--- config.mk ---
export PLATFORM = sky130hd
export DESIGN_NAME = mdu_hilo
export DESIGN_NICKNAME = d
export VERILOG_FILES = /design/src/rtl/mdu_pkg.sv /design/src/rtl/mdu_negate.sv /design/src/rtl/mdu_mul_step.sv /design/src/rtl/mdu_div_step.sv /design/src/rtl/mdu_hilo.sv
export SDC_FILE = /design/constraint.sdc
export NUM_CORES = 1
export LEC_CHECK = 0
export ABC_AREA = 1
export BUFFER_PORTS_ARGS = -buffer_cell sky130_fd_sc_hd__buf_4
export CELL_PAD_IN_SITES_DETAIL_PLACEMENT = 1
export CELL_PAD_IN_SITES_GLOBAL_PLACEMENT = 2
export CORE_MARGIN = 2
export CORE_UTILIZATION = 30
export CTS_CLUSTER_SIZE = 12
export DETAILED_ROUTE_END_ITERATION = 8
export GPL_TIMING_DRIVEN = 0
export PLACE_DENSITY_LB_ADDON = 0.1
export SLEW_MARGIN = 20
export SYNTH_ARGS = -nofsm -noshare
export SYNTH_HDL_FRONTEND = slang
export SYNTH_SLANG_ARGS = --single-unit
--- constraint.sdc ---
create_clock -name clk -period 3.8 [get_ports clk]
set_clock_uncertainty 0.2 [all_clocks]
set_input_delay 0 -clock clk [delete_from_list [all_inputs] [get_ports clk]]
set_output_delay 0 -clock clk [all_outputs]
set_load 0.01 [all_outputs]
--- src/rtl/mdu_pkg.sv ---
package mdu_pkg;
  typedef enum logic [1:0] {
    OP_MUL_S = 2'd0,
    OP_MUL_U = 2'd1,
    OP_DIV_S = 2'd2,
    OP_DIV_U = 2'd3
  } mdu_op_e;

  function automatic logic op_is_div(input mdu_op_e o);
    return o[1];
  endfunction

  function automatic logic op_is_signed(input mdu_op_e o);
    return ~o[0];
  endfunction
endpackage

--- src/rtl/mdu_negate.sv ---
module mdu_negate #(
  parameter int WIDTH = 32
) (
  input  logic [WIDTH-1:0] val,
  input  logic             neg,
  output logic [WIDTH-1:0] res
);
  assign res = neg ? (-val) : val;
endmodule

--- src/rtl/mdu_mul_step.sv ---
// One shift-add step: accumulator holds {partial_upper, remaining_multiplier}.
module mdu_mul_step #(
  parameter int W = 32
) (
  input  logic [2*W-1:0] acc,
  input  logic [W-1:0]   mcand,
  output logic [2*W-1:0] acc_nxt
);
  logic [W:0] sum;
  always_comb begin
    sum     = {1'b0, acc[2*W-1:W]} + (acc[0] ? {1'b0, mcand} : '0);
    acc_nxt = {sum, acc[W-1:1]};
  end
endmodule

--- src/rtl/mdu_div_step.sv ---
// One restoring step: accumulator holds {partial_remainder, dividend/quotient bits}.
module mdu_div_step #(
  parameter int W = 32
) (
  input  logic [2*W-1:0] acc,
  input  logic [W-1:0]   dvsr,
  output logic [2*W-1:0] acc_nxt
);
  logic [W:0] trial;
  logic [W:0] diff;
  logic       fits;
  always_comb begin
    trial   = acc[2*W-1:W-1];
    diff    = trial - {1'b0, dvsr};
    fits    = ~diff[W];
    acc_nxt = {(fits ? diff[W-1:0] : trial[W-1:0]), acc[W-2:0], fits};
  end
endmodule

--- src/rtl/mdu_hilo.sv ---
module mdu_hilo
  import mdu_pkg::*;
#(
  parameter int W = 32
) (
  input  logic         clk,
  input  logic         rst,
  input  logic         start,
  input  logic [1:0]   op,
  input  logic [W-1:0] opnd_a,
  input  logic [W-1:0] opnd_b,
  output logic         busy,
  input  logic         rd_req,
  input  logic         rd_sel,
  output logic         rd_ready,
  output logic [W-1:0] rd_data
);
  localparam int AW = 2 * W;
  localparam int CW = (W > 1) ? $clog2(W) : 1;
  localparam logic [CW-1:0] LAST_IT = CW'(W - 1);

  mdu_op_e         op_in;
  logic            a_neg, b_neg;
  logic [W-1:0]    mag_a, mag_b;

  logic            busy_q;
  logic [CW-1:0]   cnt_q;
  mdu_op_e         op_q;
  logic            neg_lo_q, neg_hi_q;
  logic [W-1:0]    dvsr_q;
  logic [AW-1:0]   acc_q;
  logic [W-1:0]    hi_q, lo_q, rd_data_q;

  logic [AW-1:0]   mul_nxt, div_nxt, acc_nxt;
  logic [AW-1:0]   prod_fix;
  logic [W-1:0]    quot_fix, rem_fix;
  logic            last_it;

  assign op_in = mdu_op_e'(op);
  assign a_neg = op_is_signed(op_in) & opnd_a[W-1];
  assign b_neg = op_is_signed(op_in) & opnd_b[W-1];

  mdu_negate #(.WIDTH(W)) u_mag_a (.val(opnd_a), .neg(a_neg), .res(mag_a));
  mdu_negate #(.WIDTH(W)) u_mag_b (.val(opnd_b), .neg(b_neg), .res(mag_b));

  mdu_mul_step #(.W(W)) u_mul (.acc(acc_q), .mcand(dvsr_q), .acc_nxt(mul_nxt));
  mdu_div_step #(.W(W)) u_div (.acc(acc_q), .dvsr(dvsr_q),  .acc_nxt(div_nxt));

  assign acc_nxt = op_is_div(op_q) ? div_nxt : mul_nxt;

  mdu_negate #(.WIDTH(AW)) u_fix_prod (.val(acc_nxt),          .neg(neg_lo_q), .res(prod_fix));
  mdu_negate #(.WIDTH(W))  u_fix_quot (.val(acc_nxt[W-1:0]),   .neg(neg_lo_q), .res(quot_fix));
  mdu_negate #(.WIDTH(W))  u_fix_rem  (.val(acc_nxt[AW-1:W]),  .neg(neg_hi_q), .res(rem_fix));

  assign last_it = busy_q && (cnt_q == LAST_IT);

  always_ff @(posedge clk) begin
    if (rst) begin
      busy_q   <= 1'b0;
      cnt_q    <= '0;
      op_q     <= OP_MUL_S;
      neg_lo_q <= 1'b0;
      neg_hi_q <= 1'b0;
      dvsr_q   <= '0;
      acc_q    <= '0;
      hi_q     <= '0;
      lo_q     <= '0;
    end else if (!busy_q) begin
      if (start) begin
        busy_q   <= 1'b1;
        cnt_q    <= '0;
        op_q     <= op_in;
        neg_lo_q <= a_neg ^ b_neg;
        neg_hi_q <= a_neg;
        dvsr_q   <= mag_b;
        acc_q    <= {{W{1'b0}}, mag_a};
      end
    end else begin
      acc_q <= acc_nxt;
      cnt_q <= cnt_q + 1'b1;
      if (last_it) begin
        busy_q <= 1'b0;
        if (op_is_div(op_q)) begin
          lo_q <= quot_fix;
          hi_q <= rem_fix;
        end else begin
          lo_q <= prod_fix[W-1:0];
          hi_q <= prod_fix[AW-1:W];
        end
      end
    end
  end

  always_ff @(posedge clk) begin
    if (rst) begin
      rd_data_q <= '0;
    end else if (rd_req && !busy_q) begin
      rd_data_q <= rd_sel ? hi_q : lo_q;
    end
  end

  assign busy     = busy_q;
  assign rd_ready = ~busy_q;
  assign rd_data  = rd_data_q;
endmodule

==> impl_metrics.py <==
metrics = {
    "run_status": {
        "status": "finished, violations left",
        "violations": "negative setup slack",
    },
    "yosys": {
        "synth-seq-cells": 201,
        "synth.area.top_cells": "dfxtp_1 23%, nand2_1 20%, inv_1 8.1%",
        "syn_nets": 3141,
        "synth_flop_cell": "dfxtp_1",
        "ys_async_sr_fraction_pct": 0,
        "mappedNetlistArea_sq_um": 17400,
        "ys_seq_area_share_pct": 23.1,
        "synth_common_cells": "928 x nand2_1, 374 x inv_1, 306 x nor2_1, 206 x o21ai_0, 201 x dfxtp_1",
        "yosysMostFrequentCell": "nand2_1",
        "synth_edf_count": 0,
        "yosys_warnings": 0,
        "synth_top_area_share_pct": 23.1,
        "syn_avg_cell_area_sq_um": 5.80,
        "synth_area_leader_cell": "dfxtp_1",
        "synth_cell_type_count": 54,
        "syn_inst": 2998,
    },
    "routing": {
        "dr.pass1.iters": 5,
        "vias": 21598,
        "postRouteAntennaNets": 0,
        "avgViaCountPerCell": 5.16,
        "drcViolationCount": 0,
        "first_iter_violations": 1332,
        "routedWlPerCell_microns": 21.2,
        "drt-total-wl_microns": 88600,
    },
    "worst_setup_path": {
        "critPathKind": "flop to flop",
        "cpPeakStageDelay_ps": 380,
        "cpMostUsedCell": "nand2_2",
        "endpoint": "hi_q[18]",
        "start_kind": "flop",
        "worstSetupStartpoint": "acc_q[31]",
        "reg2reg_depth": 33,
        "critical_path_arrival_ps": 4700,
        "critPathMaxFanout": 5,
        "worstReg2RegStart": "acc_q[31]",
        "r2r_slack_ps": -640,
        "cp_slowest_cell": "fa_2",
        "required_ps": 4060,
        "timing.rr.end": "hi_q[18]",
        "critPathCaptureType": "flop",
    },
    "sta": {
        "rsz0062_at_grt": "yes",
        "layout_setup_ws_ps": -639,
        "fmax_ghz": 0.225,
        "hold_slack_ps": 43.4,
        "max_slew.worst_pin.slew_ps": 1140,
        "hold_violations": 0,
        "slew_headroom_pct": 23.8,
        "post-route-period-util_pct": 117,
        "period_needed_ps": 4440,
        "slew_violations": 0,
        "setup_viol": 36,
    },
    "floorplanning": {
        "initial_utilization_pct": 30.3,
        "core_sq_um": 57500,
        "dieWidth_microns": 245,
        "placementRows": 88,
        "ios": 105,
        "dieArea_sq_um": 59900,
        "die_h_microns": 245,
    },
    "cts": {
        "cts_made_buffers": 27,
        "root_buffer": "clkbuf_16",
        "cts_tree": "done",
        "cts_max_level": 1,
        "clk_pin_slew_ps": 70,
        "cts_buffer_depth": 3,
        "clock-sinks": 201,
        "worstSkewPairLatency_ps": 590,
    },
    "layout": {
        "ff_latch_area_sq_um": 4150,
        "finalInstanceArea_sq_um": 24900,
        "multiInputGateArea_sq_um": 13400,
        "fin_nets": 3544,
        "diodes": 0,
        "fill_cells": 7495,
        "layout-drive-gt1-share_pct": 22.7,
        "syn_to_final_growth_pct": 42.8,
        "post-route-util_pct": 43.2,
    },
    "power": {
        "power.density_cell_area_nw_per_um2": 333,
        "cellLeakagePower_nw": 11.3,
        "vdd_ir_drop_max_uv": 339,
    },
    "flow_run": {
        "maxCapViolCount": 0,
    },
    "placement": {
        "place_congestion": 0.947,
        "port_buffers": 102,
        "placed_area_sq_um": 19200,
        "dp_slack_ps": -1600,
        "hpwl_microns": 69800,
    },
    "worst_hold_path": {
        "worstHoldPathType": "input pin to flop",
    },
    "grt": {
        "grt_pass1_wl_microns": 133000,
        "grt_max_degree": 15,
        "grt_pass1_vias": 21976,
        "antenna_found_initial": 1,
        "grt_overflow": 0,
        "grt_usage_pct": 28.7,
    },
}
[critical path, delay by kind of cell (launching register included)]
| family | cells | cell delay, ps |
|---|---|---|
| simple gates | 23 | 2350 |
| buf+inv | 5 | 370 |
| flops | 1 | 350 |
| fa+ha+maj | 3 | 680 |
| compound gates | 2 | 350 |
[final cells by class]
class / instances / share of cell area, %
inverters: 383 / 5.82
flip-flops and latches: 201 / 16.7
well taps: 765 / 3.85
clock buffers: 33 / 3.01
multi-input cells: 2297 / 53.8
plain buffers: 116 / 2.20
repair buffers: 375 / 13.4
clock inverters: 16 / 1.24
[through the flow]
| step | TNS, ps | cells | total power [W] |
|---|---|---|---|
| detailed placement | -39880 | 3865 | 0.00448 |
| CTS | -14760 | 4149 | 0.00805 |
| global placement | -37730 | 3865 | 0.00444 |
| finish | -12720 | 4186 | 0.00827 |
| global route | -19910 | 4186 | 0.00864 |
| floorplan | 0 | 2998 | 0.00369 |
[logic make-up after synthesis]
group / synth area share [%]
buffers and inverters: 11.1
and+or+nand+nor: 39.2
adders and majority gates: 5.26
AOI/OAI and AO/OA: 17.5
DFF: 23.1
xor gates and xnor gates: 3.62
muxes: 0.230
[state kept, by name, indices dropped and copies added (netlist names)]
register and count:
acc_q 64, busy 1, cnt_q 5, dvsr_q 32, hi_q 32, lo_q 32
neg_hi_q 1, neg_lo_q 1, op_q 1, rd_data 32
[what timing repair did]
action                     CTS  global route
gates resized for setup    349           225
setup endpoints to repair   54            62
hold endpoints to repair   104             0
cloned                       1             0
setup buffers               69            42
pin swaps                   91           114
hold buffers               166             0
[per-layer routing]
metal,share of wire [%],vias up,GRT usage [%],routed length (microns)
li1,-,10456,-,-
met1,50,10674,42.0,44100
met2,45,393,46.6,39900
met3,3.8,75,2.19,3340
met4,1.4,0,4.47,1280
met5,0,-,0,0
[where the power goes]
| part | switching, W | internal [W] | leakage, nW | total (W) |
|---|---|---|---|---|
| clock | 0.00112 | 0.00195 | 0.518 | 0.00307 |
| sequential | 0.0000916 | 0.00219 | 1.67 | 0.00229 |
| combinational | 0.00184 | 0.00108 | 9.12 | 0.00292 |
[worst min-delay path by stage]
stage / from / to / cells after the start
2_1_floorplan: op[0] / dvsr_q[31] / 2
3_3_place_gp: opnd_b[0] / dvsr_q[0] / 3
3_5_place_dp: opnd_b[0] / dvsr_q[0] / 3
4_1_cts: opnd_b[0] / dvsr_q[0] / 4
5_1_grt: rst / acc_q[25] / 3
6_report: opnd_b[0] / dvsr_q[0] / 4
[layout by cell type, fill, tap and decap left out, types with 20 or more instances in the layout]
| cell | n |
|---|---|
| buf_4 | 189 |
| nand3_2 | 46 |
| ha_4 | 28 |
| dfxtp_1 | 144 |
| nor2_2 | 41 |
| a31oi_1 | 64 |
| nor3_1 | 31 |
| nand2_4 | 42 |
| nand2_1 | 802 |
| dfxtp_2 | 35 |
| a21oi_1 | 179 |
| nand4_1 | 20 |
| clkbuf_16 | 27 |
| nand2_2 | 109 |
| clkbuf_1 | 76 |
| ha_1 | 37 |
| o21ai_0 | 189 |
| inv_1 | 351 |
| nand3_1 | 132 |
| buf_6 | 23 |
| inv_2 | 28 |
| nand3b_1 | 25 |
| xnor2_1 | 21 |
| nor2_4 | 32 |
| dfxtp_4 | 22 |
| dlygate4sd3_1 | 164 |
| nor2_1 | 256 |
| xor2_1 | 40 |
Note: power is estimated with default switching activity, not from simulation.
